<file path="src/rtl/spiw_pkg.sv">
package spiw_pkg;
   typedef enum logic [1:0] {
      MODE_READ  = 2'd0,
      MODE_FREAD = 2'd1,
      MODE_WRITE = 2'd2,
      MODE_USER  = 2'd3
   } cmd_mode_e;

   typedef enum logic [1:0] {
      SQ_IDLE   = 2'd0,
      SQ_LAUNCH = 2'd1,
      SQ_WAIT   = 2'd2,
      SQ_DONE   = 2'd3
   } seq_state_e;

   localparam int          STOP_BIT     = 2;
   localparam int          WEN_BASE     = 16;
   localparam int          CFG_ADDR     = 0;
   localparam int          STAT_ADDR    = 2;
   localparam int          CTRL_BASE    = 4;
   localparam logic [31:0] STAT_RESET   = 32'h0000_0800;
   localparam logic [31:0] CTRL_RESET   = 32'h0000_0004;
endpackage

</file>
<file path="src/rtl/spiw_regs.sv">
module spiw_regs
   import spiw_pkg::*;
#(
   parameter int NUM_CS = 2,
   parameter int ADDR_W = 4
) (
   input  logic                   clk,
   input  logic                   rst_n,
   input  logic                   we,
   input  logic [ADDR_W-1:0]      addr,
   input  logic [31:0]            wdata,
   output logic [31:0]            rdata,
   output logic [NUM_CS-1:0]      wen,
   output logic [NUM_CS-1:0][1:0] mode,
   output logic [NUM_CS-1:0]      cs_n
);
   logic [31:0]              cfg_q;
   logic [NUM_CS-1:0][31:0]  ctrl_q;

   always_ff @(posedge clk or negedge rst_n) begin
      if (!rst_n)
         cfg_q <= '0;
      else if (we && addr == ADDR_W'(CFG_ADDR))
         cfg_q <= wdata;
   end

   for (genvar n = 0; n < NUM_CS; n++) begin : g_cs
      localparam logic [ADDR_W-1:0] MY_ADDR = ADDR_W'(CTRL_BASE + n);

      always_ff @(posedge clk or negedge rst_n) begin
         if (!rst_n)
            ctrl_q[n] <= CTRL_RESET;
         else if (we && addr == MY_ADDR)
            ctrl_q[n] <= wdata;
      end

      assign cs_n[n] = ctrl_q[n][STOP_BIT];
      assign mode[n] = ctrl_q[n][1:0];
      assign wen[n]  = cfg_q[WEN_BASE + n];


      cs_follow_chk: assert property (@(posedge clk) disable iff (!rst_n)
         (we && addr == MY_ADDR) |=> (cs_n[n] == $past(wdata[STOP_BIT])));
   end

   always_comb begin
      rdata = '0;
      if (addr == ADDR_W'(CFG_ADDR))  rdata = cfg_q;
      if (addr == ADDR_W'(STAT_ADDR)) rdata = STAT_RESET;
      for (int n = 0; n < NUM_CS; n++)
         if (addr == ADDR_W'(CTRL_BASE + n)) rdata = ctrl_q[n];
   end
endmodule

</file>
<file path="src/rtl/spiw_shift.sv">
module spiw_shift #(
   parameter int CLK_DIV = 2
) (
   input  logic       clk,
   input  logic       rst_n,
   input  logic       start,
   input  logic [7:0] tx_byte,
   output logic [7:0] rx_byte,
   output logic       done,
   output logic       busy,
   output logic       sck,
   output logic       mosi,
   input  logic       miso
);
   localparam int DW = $clog2(CLK_DIV + 1);
   localparam logic [DW-1:0] DIV_LAST = DW'(CLK_DIV - 1);

   logic [DW-1:0] div_q;
   logic [2:0]    bit_q;
   logic [7:0]    sh_q;

   always_ff @(posedge clk or negedge rst_n) begin
      if (!rst_n) begin
         div_q   <= '0;
         bit_q   <= '0;
         sh_q    <= '0;
         rx_byte <= '0;
         busy    <= 1'b0;
         done    <= 1'b0;
         sck     <= 1'b0;
      end else begin
         done <= 1'b0;
         if (start && !busy) begin
            sh_q  <= tx_byte;
            busy  <= 1'b1;
            bit_q <= '0;
            div_q <= '0;
            sck   <= 1'b0;
         end else if (busy) begin
            if (div_q == DIV_LAST) begin
               div_q <= '0;
               if (!sck) begin
                  sck     <= 1'b1;
                  rx_byte <= {rx_byte[6:0], miso};
               end else begin
                  sck  <= 1'b0;
                  sh_q <= {sh_q[6:0], 1'b0};
                  if (bit_q == 3'd7) begin
                     busy <= 1'b0;
                     done <= 1'b1;
                  end else begin
                     bit_q <= bit_q + 3'd1;
                  end
               end
            end else begin
               div_q <= div_q + DW'(1);
            end
         end
      end
   end

   assign mosi = sh_q[7];


   start_idle_chk: assert property (@(posedge clk) disable iff (!rst_n)
      start |-> !busy);

   sck_idle_low_chk: assert property (@(posedge clk) disable iff (!rst_n)
      done |-> !sck);
endmodule

</file>
<file path="src/rtl/spiw_seq.sv">
module spiw_seq
   import spiw_pkg::*;
#(
   parameter int NUM_CS = 2,
   parameter int CS_W   = 1
) (
   input  logic                   clk,
   input  logic                   rst_n,
   input  logic                   mem_req,
   input  logic                   mem_we,
   input  logic [CS_W-1:0]        mem_sel,
   input  logic [1:0]             mem_len,
   input  logic [31:0]            mem_wdata,
   output logic [31:0]            mem_rdata,
   output logic                   mem_ready,
   input  logic [NUM_CS-1:0]      wen,
   input  logic [NUM_CS-1:0][1:0] mode,
   output logic                   sh_start,
   output logic [7:0]             sh_tx,
   input  logic                   sh_done,
   input  logic [7:0]             sh_rx
);
   seq_state_e  state_q;
   logic [1:0]  idx_q;
   logic [1:0]  last_q;
   logic        we_q;
   logic [31:0] wdata_q;
   logic [31:0] rdata_q;
   logic        is_user;

   assign is_user = (mode[mem_sel] == MODE_USER);

   always_ff @(posedge clk or negedge rst_n) begin
      if (!rst_n) begin
         state_q <= SQ_IDLE;
         idx_q   <= '0;
         last_q  <= '0;
         we_q    <= 1'b0;
         wdata_q <= '0;
         rdata_q <= '0;
      end else begin
         case (state_q)
            SQ_IDLE: if (mem_req) begin
               we_q    <= mem_we;
               last_q  <= mem_len;
               wdata_q <= mem_wdata;
               idx_q   <= '0;
               rdata_q <= '0;
               if (!is_user) begin
                  if (!mem_we) rdata_q <= '1;
                  state_q <= SQ_DONE;
               end else if (mem_we && !wen[mem_sel]) begin
                  state_q <= SQ_DONE;
               end else begin
                  state_q <= SQ_LAUNCH;
               end
            end
            SQ_LAUNCH: state_q <= SQ_WAIT;
            SQ_WAIT: if (sh_done) begin
               if (!we_q) rdata_q[{idx_q, 3'b000} +: 8] <= sh_rx;
               if (idx_q == last_q) begin
                  state_q <= SQ_DONE;
               end else begin
                  idx_q   <= idx_q + 2'd1;
                  state_q <= SQ_LAUNCH;
               end
            end
            default: state_q <= SQ_IDLE;
         endcase
      end
   end

   assign sh_start  = (state_q == SQ_LAUNCH);
   assign sh_tx     = we_q ? wdata_q[{idx_q, 3'b000} +: 8] : 8'h00;
   assign mem_ready = (state_q == SQ_DONE);
   assign mem_rdata = rdata_q;


   ready_pulse_chk: assert property (@(posedge clk) disable iff (!rst_n)
      mem_ready |=> !mem_ready);

   gated_no_launch_chk: assert property (@(posedge clk) disable iff (!rst_n)
      (state_q == SQ_IDLE && mem_req && !is_user) |=> (mem_ready && !sh_start));
endmodule

</file>
<file path="src/rtl/spi_win_bridge.sv">
module spi_win_bridge
   import spiw_pkg::*;
#(
   parameter int NUM_CS  = 2,
   parameter int CLK_DIV = 2,
   parameter int ADDR_W  = 4,
   localparam int CS_W   = $clog2(NUM_CS)
) (
   input  logic              clk,
   input  logic              rst_n,
   input  logic              reg_we,
   input  logic [ADDR_W-1:0] reg_addr,
   input  logic [31:0]       reg_wdata,
   output logic [31:0]       reg_rdata,
   input  logic              mem_req,
   input  logic              mem_we,
   input  logic [CS_W-1:0]   mem_sel,
   input  logic [1:0]        mem_len,
   input  logic [31:0]       mem_wdata,
   output logic [31:0]       mem_rdata,
   output logic              mem_ready,
   output logic              spi_sck,
   output logic              spi_mosi,
   input  logic              spi_miso,
   output logic [NUM_CS-1:0] spi_cs_n
);
   if (NUM_CS < 2 || NUM_CS > 8 || (NUM_CS & (NUM_CS - 1)) != 0) begin : g_bad_cs
      $error("NUM_CS must be 2, 4 or 8");
   end
   if (CLK_DIV < 1) begin : g_bad_div
      $error("CLK_DIV must be at least 1");
   end
   if (CTRL_BASE + NUM_CS > (1 << ADDR_W)) begin : g_bad_aw
      $error("ADDR_W too small for the control words");
   end

   logic [NUM_CS-1:0]      wen;
   logic [NUM_CS-1:0][1:0] mode;
   logic                   sh_start, sh_done, sh_busy;
   logic [7:0]             sh_tx, sh_rx;

   spiw_regs #(.NUM_CS(NUM_CS), .ADDR_W(ADDR_W)) u_regs (
      .clk(clk), .rst_n(rst_n), .we(reg_we), .addr(reg_addr),
      .wdata(reg_wdata), .rdata(reg_rdata), .wen(wen), .mode(mode),
      .cs_n(spi_cs_n)
   );

   spiw_seq #(.NUM_CS(NUM_CS), .CS_W(CS_W)) u_seq (
      .clk(clk), .rst_n(rst_n), .mem_req(mem_req), .mem_we(mem_we),
      .mem_sel(mem_sel), .mem_len(mem_len), .mem_wdata(mem_wdata),
      .mem_rdata(mem_rdata), .mem_ready(mem_ready), .wen(wen), .mode(mode),
      .sh_start(sh_start), .sh_tx(sh_tx), .sh_done(sh_done), .sh_rx(sh_rx)
   );

   spiw_shift #(.CLK_DIV(CLK_DIV)) u_shift (
      .clk(clk), .rst_n(rst_n), .start(sh_start), .tx_byte(sh_tx),
      .rx_byte(sh_rx), .done(sh_done), .busy(sh_busy), .sck(spi_sck),
      .mosi(spi_mosi), .miso(spi_miso)
   );
endmodule

</file>
<file path="config.mk">
export PLATFORM = sky130hd
export DESIGN_NAME = spi_win_bridge
export DESIGN_NICKNAME = d
export VERILOG_FILES = /design/src/rtl/spiw_pkg.sv /design/src/rtl/spiw_regs.sv /design/src/rtl/spiw_shift.sv /design/src/rtl/spiw_seq.sv /design/src/rtl/spi_win_bridge.sv
export SDC_FILE = /design/constraint.sdc
export NUM_CORES = 1
export LEC_CHECK = 0
export ABC_AREA = 1
export CORE_ASPECT_RATIO = 0.5
export CORE_MARGIN = 2
export CORE_UTILIZATION = 45
export DETAILED_ROUTE_END_ITERATION = 8
export DONT_BUFFER_PORTS = 1
export PLACE_DENSITY = 0.61
export SLEW_MARGIN = 20
export SYNTH_ARGS = -nofsm -noshare
export SYNTH_HDL_FRONTEND = slang
export SYNTH_SLANG_ARGS = --single-unit
</file>
<file path="constraint.sdc">
create_clock -name clk -period 2.55 [get_ports clk]
set_input_delay 0.255 -clock clk [delete_from_list [all_inputs] [get_ports clk]]
set_output_delay 0.255 -clock clk [all_outputs]
set_load 0.02 [all_outputs]
</file>
* Word level (Yosys, flattened, before mapping)
Index checks and enable logic that the tools add are counted.
** Cells by class
- Muxes and demuxes :: 52
- Shifts and indexed selects :: 3
- Reduce and logical (&&, ||, !) cells :: 21
- Add/sub/neg operators :: 4
- Eq/ne operators :: 15
- Bitwise gates (word level) :: 2
- Magnitude comparators :: 1
** Operators by type and width (count)
- $mux W32 :: 9
- $pmux W32 S2 :: 1
- $mux W8 :: 5
- $bwmux W32 :: 1
- $shift A8 B7 Y32 const A :: 1
- $shiftx A32 B6 Y8 :: 1
- $shiftx A8 B7 Y32 :: 1
- $mux W2 :: 13
- $mux W1 :: 16
- $reduce_and A4 Y1 :: 4
- $mux W3 :: 5
- $eq A4 B3 Y1 const B :: 2
- $reduce_bool A2 Y1 :: 4
- $neg A5 Y7 :: 1
- $eq A2 B2 Y1 const B :: 3
- $ne A2 B2 Y1 const B :: 3
- $pmux W2 S3 :: 1
- $reduce_and A2 Y1 :: 3
- $logic_and A1 B1 Y1 :: 5
- $add A2 B1 Y2 const B :: 2
- $eq A2 B1 Y1 const B :: 2
- $eq A4 B2 Y1 const B :: 1
- $logic_not A4 Y1 :: 1
- $ne A2 B1 Y1 const B :: 2
- 9 further kinds :: 11
** Word-level totals
- Bits of input ports :: 77
- Output and inout port bits :: 69
- Logic and storage cells :: 114
- Register bits after elaboration :: 191

* Logic depth before layout (Yosys ltp)
Gate-level depths: netlist of the first run.
- Depth in word-level cells :: 8
- Mapped depth :: 11
- Depth with buffers taken out :: 9

* By module
Synthesis of the first run repeated with hierarchy kept, for this count alone.
** Unflattened totals
- Cells, all modules :: 1150
- Area, all modules :: 9436.6 um2
** Modules (own cells, without submodules)
- spiw_regs :: area each 4704.5 um2, instances 1, seq. area each 2404.8 um2, cells an instance 590
- spiw_seq :: area each 3642.2 um2, instances 1, seq. area each 1776.7 um2, cells an instance 429
- spiw_shift :: area each 1089.8 um2, instances 1, seq. area each 600.6 um2, cells an instance 131

* Worst setup path before layout of the first run
No wires, ideal clock.
- Path type :: reg2reg
- Start :: register u_seq.idx_q[0]
- End :: register u_seq.rdata_q[24], in the netlist u_seq.mem_rdata[24]
- Library setup time :: 0.066 ns
- Cell stages (with the launch flop) :: 12
- Data required time :: 2.484 ns
- Period minus slack after synthesis :: 1.854 ns
- Data arrival time :: 1.789 ns
- Path slack :: 0.696 ns
- Cells stage by stage :: dfrtp_1 > buf_2 > inv_2 > buf_2 > ha_1 > inv_1 > nand2_1 > nor2_1 > nand2_1 > nand2_1 > nand2_1 > nand2_1
** On the way
- Longest elaborated chain between the ends :: 6
- Elaborated cells between the ends (all ways) :: 7
- Those cells by class :: add/sub (1); shift (2); mux (4)
** RTL lines
- start: declaration :: RTL line spiw_seq.sv:24 : logic [1:0] idx_q;
- start signal: assignment :: RTL line spiw_seq.sv:64 : idx_q <= idx_q + 2'd1;
- $neg A5 Y7 (*) :: RTL line spiw_seq.sv:60 : if (!we_q) rdata_q[{idx_q, 3'b000} +: 8] <= sh_rx;
- $shiftx A8 B7 Y32 or $shift A8 B7 Y32 (tied branches) :: RTL line spiw_seq.sv:60
- $bwmux W32 (*) :: RTL line spiw_seq.sv:60
- $mux W32 (*) :: RTL line spiw_seq.sv:60
- $mux W32 (*) :: RTL line spiw_seq.sv:59 : SQ_WAIT: if (sh_done) begin
- $pmux W32 S2 (*) :: RTL line spiw_seq.sv:42 : case (state_q)
- end signal: indexed assignment :: RTL line spiw_seq.sv:60
- end: declaration :: RTL line spiw_seq.sv:28 : logic [31:0] rdata_q;
Mark *: on every way between the ends. The rest lies on a longest branch, timed or not. The select of a mux whose other input is x is not followed.
A chain may end at the register's enable or synchronous reset.

* Worst setup path in the final report of the first run
- Start :: register u_shift.busy
- End :: register u_shift.sh_q[7]
** On the way
- Longest elaborated chain between the ends :: 4
- Elaborated cells between the ends (all ways) :: 7
- Those cells by class :: mux (1); reduce/logical (6)
** RTL lines
- start: declaration :: RTL line spiw_shift.sv:10 : output logic busy,
- start signal: assignment :: RTL line spiw_shift.sv:28 : busy <= 1'b0;
- start signal: assignment :: RTL line spiw_shift.sv:35 : busy <= 1'b1;
- start signal: assignment :: RTL line spiw_shift.sv:49 : busy <= 1'b0;
- $logic_not A1 Y1 :: RTL line spiw_shift.sv:33 : if (start && !busy) begin
- $logic_and A1 B1 Y1 :: RTL line spiw_shift.sv:33
- $reduce_bool A2 Y1 (no line)
- $reduce_and A3 Y1 (no line)
- end signal: assignment :: RTL line spiw_shift.sv:34 : sh_q <= tx_byte;
- end signal: assignment :: RTL line spiw_shift.sv:47 : sh_q <= {sh_q[6:0], 1'b0};
- end: declaration :: RTL line spiw_shift.sv:20 : logic [7:0] sh_q;
Several ways; a longest one is shown, not always the timed one.

==> summary.md, run 1 <==
Status
* finished with violations — outcome
* hold timing — violations in the final reports

Clocking
* 4 — H-Tree Depth
* 191 — number of clock sinks
* 0 — Setup Buffers After CTS
* 17 — number of buffers created by CTS
* 0.07 ns — clock-pin slew reported for the worst setup and hold paths after clock tree synthesis
* 0 — PostCTS Resize Cnt
* built — clock tree from TritonCTS
* 2 — maximum number of buffers from clock root to sink
* clkbuf_16 — Root Buffer
* 66 — number of buffers added to fix hold violations after cts
* 0.43 ns — clock latency on the worst-skew pair

Routing
* 14.7 µm — WL per Instance
* 4.98 — via density per instance
* 0 — count of antenna-violating nets left after detailed routing
* 5 — Pre-Repair DR Iteration Count
* 0 — count of unresolved DRC violations after routing
* 6936 — detailed-route via count
* 386 — drt initial violations
* 20500 µm — wire length after detailed routing

GRT
* 6722 — vias in the first global route
* 0 — antenna violations before repair
* 21.0% — Overall Global Routing Usage
* 192 — pin count of the biggest net entering global routing
* 34600 µm — global-route wire length before repair
* 0 — overall overflow remaining after global route

Die
* 0.0207 mm² — die outline area
* 201 µm — chip width
* 146 — number of top-level pins
* 0.0187 mm² — core region area
* 46.7% — Starting Density
* 35 — Row Count
* 103 µm — chip height

Critical path
* 11 — Max FO, Critical Path
* u_shift.sh_q[7] — terminus of the critical flop-to-flop path
* u_shift.busy — Reg-to-Reg Start
* inv_1 > nand3_1 > nor2_1 > nand3_1 > a21oi_1 — cell-by-cell trace of the critical path
* register to register — critical path type
* 2.47 ns — crit path DAT
* 5 — depth of the worst register-to-register path
* simple AND/OR/NAND/NOR gates — Crit path max-delay family
* 5 — WP depth
* register — nature of the critical path endpoint
* 1 — worst path bufs/invs
* nor2_1 — crit path max-delay cell type
* register — CP Launch Type
* 0.69 ns — Slowest Stage Delay on Critical Path
* 2.90 ns — critical path required time
* 0.43 ns — worst reg2reg setup slack
* nand3_1 — most prevalent standard cell on the critical path

Synthesis
* simple AND/OR/NAND/NOR gates — combinational family with the most area after synthesis
* 22.9% — fraction of the mapped netlist area in simple logic gates
* 54.6% — portion of the post-synthesis area used by sequential elements
* 0 — Yosys Warn Count
* 32 — number of unique standard cell types used by synthesis
* 0.00875 mm² — cell area after technology mapping
* 10.4% — synthesized-area fraction occupied by ao, oa, aoi and oai cells
* 1120 — Post-Syn Nets
* 0% — Synth Area in XOR/XNOR
* 1036 — synthesized instance count
* 191 — number of register bits inferred by synthesis
* 8.45 µm² — post-synthesis area per instance
* 4.29% — multiplexer fraction of the synthesized cell area
* 1.00% — arithmetic-cell share of the synthesized area counting full adders, half adders and majority gates

Power and ir drop
* 27.7% — Clock Power Share
* 981 mW/mm² — cell area power density
* 47.4% — sequential share of power
* 0.000455 V — VDD IR-drop max
* 24.9% — combinational share of power
* 6.72 mW — internal power component
* 34.6% — switch share
* 5.25 nW — Lkg Pwr
* 3.55 mW — Psw

Timing
* 0.723 ns — Worst Max-Slew Pin Slew
* 51.7% — normalized max-slew margin
* 2.12 ns — minimum clock period after layout
* 0.0119 ns — Worst Clk Skew
* 191 — final number of hold-violating endpoints
* no — unrepaired setup endpoints after global routing
* 83.3% — period utilization
* 0 — final slew viol count
* -0.476 ns — final hold slack
* 0 — setup violators final
* 471 MHz — timing-limited maximum frequency
* 0 ns — final total negative setup slack

Finish
* 55.9% — final core utilization
* 0 — number of diodes added for antenna fixing
* 19.7% — area growth from synthesis to final layout
* 11.7% — share of final-layout standard cells stronger than drive strength 1
* 1205 — nets@finish

Placed design
* 0.866 — global placer's final weighted congestion
* 0 — I/O Buffers
* 13100 µm — hpwl dp

Min path
* primary input to asynchronous set/reset pin — Hold Crit Class

Flow run
* 0 — maximum capacitance violations

stage by stage:
step                      area (µm²)  power, mW  std cells  setup slack [ns]  hold slack (ns)
after CTS                      10500       10.4       1393             0.463           -0.508
after global placement          9190       7.28       1295             0.511          -0.0339
after global routing           10500       11.0       1393             0.217           -0.501
final                          10500       10.3       1393             0.427           -0.476
after detailed placement        9190       7.35       1295             0.461          -0.0363
after floorplan                 8750       6.69       1036             0.696          -0.0406
per-layer routing:
metal / up-vias / track usage (%) / routed length, µm
met5: - / 0 / 0
met4: 0 / 6.17 / 226
met3: 20 / 4.96 / 969
met2: 144 / 32.2 / 9010
met1: 3310 / 30.2 / 10300
li1: 3462 / - / -
registers in the layout, indices dropped and copies added, names as in the netlist:
| signal | flops |
|---|---|
| u_regs.ctrl_q | 58 |
| u_regs.cfg_q | 32 |
| u_seq.mem_rdata | 32 |
| u_seq.wdata_q | 32 |
| u_shift.rx_byte | 8 |
| u_shift.sh_q | 8 |
| u_regs.mode | 4 |
| u_shift.bit_q | 3 |
| u_regs.cs_n | 2 |
| u_seq.idx_q | 2 |
| u_seq.last_q | 2 |
| u_seq.state_q | 2 |
| u_shift.div_q | 2 |
| u_seq.we_q | 1 |
| u_shift.busy | 1 |
| u_shift.done | 1 |
| u_shift.sck | 1 |
power by group through the flow:
| stage | Combinational, mW | Clock, mW | Sequential (mW) |
|---|---|---|---|
| floorplan | 2.00 | 0 | 4.70 |
| global placement | 2.39 | 0 | 4.89 |
| detailed placement | 2.45 | 0 | 4.90 |
| CTS | 2.56 | 2.92 | 4.87 |
| global route | 2.94 | 3.03 | 4.99 |
| finish | 2.56 | 2.85 | 4.87 |
worst max-delay path by stage:
stage,start,to,slack (ns)
after global placement,u_shift.busy,u_shift.sh_q[7],0.51
final,u_shift.busy,u_shift.sh_q[7],0.43
after CTS,u_shift.busy,u_shift.sh_q[7],0.46
after global routing,u_shift.busy,u_shift.sh_q[7],0.22
after floorplan,u_seq.idx_q[0],u_seq.mem_rdata[24],0.70
after detailed placement,u_seq.state_q[1],u_shift.sh_q[7],0.46
cells in the mapped netlist:
library cell    n  area, µm²
nor2_1         36        135
nand4_1         4       25.0
mux2_4          4       60.1
nor2_4          3       33.8
nand4_2         1       12.5
clkinv_1        1       3.75
a21oi_1        12       60.1
inv_2           9       33.8
o21ai_2         4       35.0
o21ai_4         1       16.3
buf_1           4       15.0
o211ai_1       32        240
o21ai_0        96        480
o21a_1          1       7.51
buf_2          14       70.1
nor2_2          2       12.5
ha_1            7       87.6
a41oi_1         1       8.76
nand2_4         1       11.3
buf_4           6       45.0
nand3_1        39        195
nand2_2         4       25.0
o22ai_1         1       6.26
o21ai_1        12       60.1
clkbuf_1       17       63.8
buf_6           2       22.5
clkbuf_2        2       10.0
inv_1          88        330
mux2_2         28        315
dfstp_2         2       52.6
dfrtp_1       189       4730
nand2_1       413       1550
cells in the final DEF, fill, tap and decap left out, types with 7 or more instances in the layout:
cell and instances:
a21oi_1 12, buf_4 45, clkbuf_16 17, dfrtp_1 189
dlygate4sd3_1 66, ha_1 7, inv_1 88, inv_2 9
mux2_2 28, nand2_1 413, nand3_1 39, nor2_1 36
o211ai_1 32, o21ai_0 96, o21ai_1 12
worst register-to-register path, cell delays in order, from the launching register on:
cell     delay, ns
dfrtp_1       0.43
inv_1         0.13
nand3_1       0.36
nor2_1        0.69
nand3_1       0.23
a21oi_1       0.20
cells by family (layout without fill, tap and decap cells):
family,count (synthesis),count (layout)
AOI/OAI and AO/OA,160,160
and+or+nand+nor,503,503
adders and majority gates,7,7
DFF,191,191
muxes,32,32
buffers and inverters,143,241
final cells by class:
cell class,instances,area [µm²]
inverter,98,368
tap,259,324
timing repair buffer,111,998
clock buffer,22,464
multi-input combinational,702,3380
fill,1736,8270
sequential,191,4780
clock inverter,10,160
Note: power is estimated with default switching activity, not from simulation.
==> run 2, diff against run 1 <==
- ABC_AREA: 1 -> 0
- clock period: 2.55 -> 2 ns (I/O delays scaled with it)
==> run 2 against run 1 <==
The run still ends with hold timing left. Final area decreased by 3.0%. Clock power increased by 16%. Flip-flop and latch count unchanged. Total power increased by 29%. Register-to-register slack got worse by 0.13 ns. Critical endpoint is now reg_rdata[11]. Setup slack got worse by 0.19 ns. Sequential share of layout area increased by 1.4 points. Non-clock buffer count decreased by 13.
==> summary.md, run 2 <==
Finish
* 54.9% — final core utilization, -1.0 points
* 1580 — Filler cells, -9.0%
* dfrtp_1 (189), mux2_2 (110), a21oi_1 (87) — top library cells by usage in the layout, fill and taps aside
* 1061 — final std cells w/o fill, -24%
* 18.9% — area growth from synthesis to final layout
* u_regs.ctrl_q — most flop-heavy register
* 0 — number of diodes added for antenna fixing, unchanged
* 873 — nets@finish, -28%
* 58 — Largest register FFs, unchanged
* 23.8% — share of final-layout standard cells stronger than drive strength 1, +12 points
* dfrtp_1 — most common cell after layout, fill and taps aside

Critical path
* register — CP Launch Type
* output port — nature of the critical path endpoint
* u_seq.idx_q[0] — Reg-to-Reg Start
* nor3_1 — crit path max-delay cell type
* 1.56 ns — crit path DAT, -0.91 ns
* 0.30 ns — worst reg2reg setup slack, -0.13 ns
* 0.56 ns — Slowest Stage Delay on Critical Path, -0.13 ns
* 2 — Max FO, Critical Path, -9
* nor3_1 — most prevalent standard cell on the critical path
* 5 — depth of the worst register-to-register path, unchanged
* u_seq.mem_rdata[3] — terminus of the critical flop-to-flop path
* 1.80 ns — critical path required time, -1.10 ns
* register to output port — critical path type
* nor2_1 > nor3_1 > a21oi_1 > nor3_1 — cell-by-cell trace of the critical path

Synthesis
* 42 — number of unique standard cell types used by synthesis, +31%
* dfrtp_1 (189), mux2_2 (110), a21oi_1 (87) — most numerous cell types in the synthesized netlist
* 0 — number of flops mapped to enable cells by yosys, unchanged
* 800 — Post-Syn Nets, -29%
* 55.9% — portion of the post-synthesis area used by sequential elements, +1.3 points
* 100% — share of flip-flops with an asynchronous set or reset after synthesis, unchanged
* 55.3% — Synth top area share, +1.3 points
* 11.9 µm² — post-synthesis area per instance, +41%
* dfrtp_1 — most numerous cell in the Yosys netlist
* dfrtp_1 (55%), mux2_2 (14%), a21oi_1 (5.1%), mux2_1 (4.0%), nor2_1 (2.6%) — top cells by area, synth
* 0 — Yosys Warn Count, unchanged
* 716 — synthesized instance count, -31%
* dfrtp_1 — cell type with the largest total area after synthesis
* 0.00855 mm² — cell area after technology mapping, -2.3%
* 191 — number of register bits inferred by synthesis, unchanged
* dfrtp_1 — most common flop cell mapped by yosys

GRT
* 30500 µm — global-route wire length before repair, -12%
* 19.6% — Overall Global Routing Usage, -1.4 points
* 0 — antenna violations before repair, unchanged
* 192 — pin count of the biggest net entering global routing, unchanged
* 5708 — vias in the first global route, -15%
* 0 — overall overflow remaining after global route, unchanged

Placed design
* 0 — I/O Buffers, unchanged
* 0.735 — global placer's final weighted congestion, -15%
* 960 — total placed cells including tap cells, -26%
* 12000 µm — hpwl dp, -8.0%
* 0.301 ns — Post-Place Setup Slack, -0.160 ns

Clocking
* 2 — maximum number of buffers from clock root to sink, unchanged
* clkbuf_16 — Root Buffer
* 17 — number of buffers created by CTS, unchanged
* 4 — H-Tree Depth, unchanged
* 191 — number of clock sinks, unchanged
* 0.43 ns — clock latency on the worst-skew pair, about the same
* built — clock tree from TritonCTS
* 69 — number of buffers added to fix hold violations after cts, +4.5%
* 0.07 ns — clock-pin slew reported for the worst setup and hold paths after clock tree synthesis, about the same

Power and ir drop
* 4.37 nW — Lkg Pwr, -17%
* 1310 mW/mm² — cell area power density, +33%
* 0.000633 V — VDD IR-drop max, +39%
* 13.3 mW — Total Power, +29%

Die
* 101 µm — chip height, -1.1%
* 146 — number of top-level pins, unchanged
* 35 — Row Count, unchanged
* 0.0202 mm² — die outline area, -2.3%
* 46.2% — Starting Density, -0.55 points
* 199 µm — chip width, -1.1%
* 0.0185 mm² — core region area, -1.2%

Flow run
* 0 — maximum capacitance violations, unchanged

Timing
* 1.76 ns — minimum clock period after layout
* 0 ns — final total negative setup slack, unchanged
* 567 MHz — timing-limited maximum frequency
* 191 — final number of hold-violating endpoints, unchanged
* 0.676 ns — Worst Max-Slew Pin Slew, -0.0477 ns
* 88.2% — period utilization
* 0.00984 ns — Worst Clk Skew, -0.00204 ns
* 0.236 ns — final worst-path setup slack, -0.190 ns
* no — unrepaired setup endpoints after global routing
* -0.536 ns — final hold slack, -0.0591 ns
* 0 — setup violators final, unchanged
* 54.6% — normalized max-slew margin, +2.9 points
* 0 — final slew viol count, unchanged

Routing
* 0 — count of antenna-violating nets left after detailed routing, unchanged
* 4 — Pre-Repair DR Iteration Count, -1
* 190 — drt initial violations, -51%
* 18700 µm — wire length after detailed routing, -8.8%
* 5.30 — via density per instance, +6.5%
* 5625 — detailed-route via count, -19%
* 17.6 µm — WL per Instance, +20%
* 0 — count of unresolved DRC violations after routing, unchanged

Status
* finished with violations — outcome
* hold timing — violations in the final reports

Min path
* primary input to asynchronous set/reset pin — Hold Crit Class

==> run 2: critical path: cells and delay by family (launching register included) <==
| family | cells | cell delay [ns] |
|---|---|---|
| simple gates | 3 | 0.73 |
| flops | 1 | 0.35 |
| compound gates | 1 | 0.06 |
==> run 2: what timing repair did <==
action | CTS | global route
setup buffers | 0 | 0
hold endpoints to repair | 324 | 191
resized for setup | 0 | 0
==> run 2: kinds of logic (layout without fill, tap and decap cells) <==
logic type | Yosys count | in the layout | share of synthesized area [%]
flip-flops | 191 | 191 | 55.9
multiplexers | 158 | 158 | 21.7
AND/OR/NAND/NOR | 158 | 158 | 9.00
AO/OA/AOI/OAI | 150 | 150 | 8.91
buffers and inverters | 49 | 135 | 3.12
adder cells (fa/ha/maj) | 7 | 7 | 1.02
XOR/XNOR | 3 | 3 | 0.307
==> run 2: metrics by stage <==
step	hold slack [ns]	cell area [µm²]
floorplan	-0.0956	8550
global placement	-0.0908	8900
detailed placement	-0.0922	8900
finish	-0.536	10200
global route	-0.567	10200
CTS	-0.561	10200
==> run 2: layout make-up <==
class,instances,area [µm²],share of cell area [%]
clock inverters,15,151,1.49
flip-flops and latches,191,4780,47.0
multi-input cells,476,3520,34.6
inverters,5,18.8,0.185
well taps,259,324,3.19
clock buffers,17,425,4.19
repair buffers,98,946,9.31
==> run 2: worst max-delay path by stage <==
stage / slack [ns] / cells after the start / end / start
floorplan: 0.21 / 8 / u_seq.mem_rdata[24] / u_seq.idx_q[1]
global placement: 0.33 / 4 / u_seq.idx_q[0] / u_seq.state_q[1]
detailed placement: 0.30 / 5 / u_seq.mem_rdata[3] / u_seq.idx_q[0]
CTS: 0.20 / 4 / reg_rdata[11] / u_regs.cfg_q[11]
global route: 0.07 / 5 / u_seq.mem_rdata[3] / u_seq.idx_q[0]
finish: 0.24 / 4 / reg_rdata[11] / u_regs.cfg_q[11]
==> run 2: power breakdown <==
| part | internal (mW) | switching, mW |
|---|---|---|
| Clock | 1.76 | 1.56 |
| Combinational | 1.80 | 1.48 |
| Sequential | 5.23 | 1.44 |
| Total | 8.79 | 4.48 |
==> run 2: metal layers <==
layer	vias up	GRT usage [%]	wire, µm	part of all wire (%)
met5	-	0	0	0
met4	0	5.80	171	0.92
met3	13	4.73	766	4.1
met2	92	32.8	9170	49
met1	2858	25.9	8570	46
li1	2662	-	-	-
==> run 3, diff against run 2 <==
- GPL_ROUTABILITY_DRIVEN: default -> 0
- PLACE_DENSITY: 0.61 -> 0.63
- clock period: 2 -> 1.5 ns (I/O delays scaled with it)
==> run 3 against run 2 <==
The run ends with hold timing, setup timing left. Routed wire length rose by 8.8%. Non-clock buffer count rose by 58. Global-route usage rose by 0.62 points. Via count rose by 5.4%. Total power rose by 46%. Flip-flop and latch count did not move. Largest power group unchanged.
==> summary.md, run 3 (synthesized netlist as in run 2, its figures left out) <==
Power and ir drop
* 0.000932 V — VDD IR-drop max, +47%
* 6.65 mW — Psw, +48%
* 1750 mW/mm² — cell area power density, +34%
* 30.8% — combinational share of power, +6.1 points
* 34.4% — switch share, +0.60 points
* 4.82 nW — Lkg Pwr, +11%
* 46.1% — sequential share of power, -4.2 points
* 12.7 mW — internal power component, +44%
* 23.1% — Clock Power Share, -1.9 points

GRT
* 20.3% — Overall Global Routing Usage, +0.62 points
* 6073 — vias in the first global route, +6.4%
* 31700 µm — global-route wire length before repair, +4.0%
* 0 — antenna violations before repair, unchanged
* 0 — overall overflow remaining after global route, unchanged
* 192 — pin count of the biggest net entering global routing, unchanged

Clocking
* 69 — number of buffers added to fix hold violations after cts, unchanged
* 0.43 ns — clock latency on the worst-skew pair, about the same
* 191 — number of clock sinks, unchanged
* clkbuf_16 — Root Buffer
* 0.07 ns — clock-pin slew reported for the worst setup and hold paths after clock tree synthesis, about the same
* 17 — number of buffers created by CTS, unchanged
* built — clock tree from TritonCTS
* 2 — maximum number of buffers from clock root to sink, unchanged
* 4 — H-Tree Depth, unchanged

Critical path
* u_seq.state_q[1] — Reg-to-Reg Start
* 1.81 ns — critical path required time, about the same
* 5 — WP depth, +1
* 0.39 ns — Slowest Stage Delay on Critical Path, -0.17 ns
* u_seq.wdata_q[0] — terminus of the critical flop-to-flop path
* register to register — critical path type
* register — nature of the critical path endpoint
* or2b_4 > nor2_4 > buf_12 > clkbuf_16 > mux2_2 — cell-by-cell trace of the critical path
* 1.90 ns — crit path DAT, +0.34 ns
* -0.09 ns — worst reg2reg setup slack, -0.39 ns
* 2 — worst path bufs/invs, +2
* 17 — Max FO, Critical Path, +15
* dfrtp_1 — crit path max-delay cell type
* 5 — depth of the worst register-to-register path, unchanged
* register — CP Launch Type
* simple AND/OR/NAND/NOR gates — Crit path max-delay family

Finish
* 931 — nets@finish, +6.6%
* 0 — number of diodes added for antenna fixing, unchanged
* 59.9% — final core utilization, +5.0 points
* 33.5% — share of final-layout standard cells stronger than drive strength 1, +9.7 points
* 29.7% — area growth from synthesis to final layout
* 58 — Largest register FFs, unchanged
* dfrtp_1 — most common cell after layout, fill and taps aside
* 1119 — final std cells w/o fill, +5.5%
* u_regs.ctrl_q — most flop-heavy register
* dfrtp_1 (188), mux2_2 (93), dlygate4sd3_1 (69) — top library cells by usage in the layout, fill and taps aside

Timing
* 0.0151 ns — Worst Clk Skew, +0.00524 ns
* 106% — period utilization
* 0 — final slew viol count, unchanged
* 29 — setup violators final, +29
* -0.0908 ns — final worst-path setup slack, -0.327 ns
* -0.590 ns — final hold slack, -0.0543 ns
* 0.314 ns — Worst Max-Slew Pin Slew, -0.362 ns
* 78.5% — normalized max-slew margin, +24 points
* 191 — final number of hold-violating endpoints, unchanged
* yes — unrepaired setup endpoints after global routing
* 1.59 ns — minimum clock period after layout
* 629 MHz — timing-limited maximum frequency

Routing
* 5.30 — via density per instance, about the same
* 18.2 µm — WL per Instance, +3.2%
* 224 — drt initial violations, +18%
* 20300 µm — wire length after detailed routing, +8.8%
* 0 — count of antenna-violating nets left after detailed routing, unchanged
* 4 — Pre-Repair DR Iteration Count, unchanged
* 5927 — detailed-route via count, +5.4%
* 0 — count of unresolved DRC violations after routing, unchanged

Placed design
* 12600 µm — hpwl dp, +4.4%
* -0.110 ns — Post-Place Setup Slack, -0.411 ns
* 0 — I/O Buffers, unchanged
* 1005 — total placed cells including tap cells, +4.7%

Die
* 101 µm — chip height, unchanged
* 0.0185 mm² — core region area, unchanged
* 199 µm — chip width, unchanged
* 146 — number of top-level pins, unchanged
* 35 — Row Count, unchanged
* 46.2% — Starting Density, unchanged
* 0.0202 mm² — die outline area, unchanged

Status
* finished with violations — outcome
* hold timing, setup timing — violations in the final reports

Min path
* primary input to asynchronous set/reset pin — Hold Crit Class

Flow run
* 0 — maximum capacitance violations, unchanged

==> run 3: cell types whose count changed in the layout (fill, tap and decap cells not counted), moves of 3 or more <==
| cell | delta |
|---|---|
| mux2_4 | +17 |
| buf_12 | +7 |
| o21ai_0 | -8 |
| o21ai_1 | +5 |
| buf_4 | +37 |
| a21oi_4 | +4 |
| clkbuf_16 | +5 |
| ha_1 | -3 |
| a21oi_1 | -19 |
| mux2_2 | -17 |
| buf_6 | +8 |
| o21ai_2 | +3 |
| a21oi_2 | +15 |
==> run 3: power groups by stage <==
stage / clock network (mW) / logic, mW / registers (mW)
after detailed placement: 0 / 4.84 / 8.92
after global placement: 0 / 4.65 / 8.85
after CTS: 4.58 / 5.11 / 8.82
after global routing: 4.77 / 6.52 / 9.15
final: 4.47 / 5.95 / 8.93
after floorplan: 0 / 3.84 / 8.46
==> run 3: layer usage <==
metal  wire [µm]  vias up  track usage [%]
li1            -     2787                -
met1        9230     3034             26.3
met2       10200       87             35.0
met3         721       19             4.16
met4         205        0             5.45
met5           0        -                0
==> run 3: what timing repair did <==
item                       4_1_cts  5_1_grt
buffers inserted                 1        4
pin swaps                        4       18
setup endpoints to repair       27       55
hold endpoints to repair       324      191
gates resized for setup         11       54
cloned                           1        7
==> run 3: area by class of cell <==
type,instances,area [µm²]
clock inverters,15,156
multi-input cells,476,3780
fillers,1486,7430
well taps,259,324
flip-flops and latches,191,4780
inverters,5,21.3
clock buffers,17,425
repair buffers,156,1590
==> run 3: worst max-delay path by stage <==
stage,startpoint,end,slack (ns)
floorplan,u_seq.idx_q[1],u_seq.mem_rdata[24],-0.02
global placement,u_seq.idx_q[1],u_seq.mem_rdata[17],-0.06
finish,u_seq.state_q[1],u_seq.wdata_q[0],-0.09
global route,u_seq.state_q[1],u_seq.wdata_q[0],-0.13
detailed placement,u_seq.idx_q[1],u_seq.mem_rdata[18],-0.11
CTS,u_regs.cs_n[0],reg_rdata[2],-0.08
==> run 3: metrics by stage <==
step	hold slack [ns]	TNS, ns	total power [mW]	instance area (µm²)
after floorplan	-0.146	-0.0615	12.3	8640
after global placement	-0.141	-0.431	13.5	9370
after detailed placement	-0.141	-1.05	13.8	9370
after CTS	-0.612	-0.149	18.5	10700
after global routing	-0.610	-5.31	20.4	11100
final	-0.590	-1.38	19.4	11100
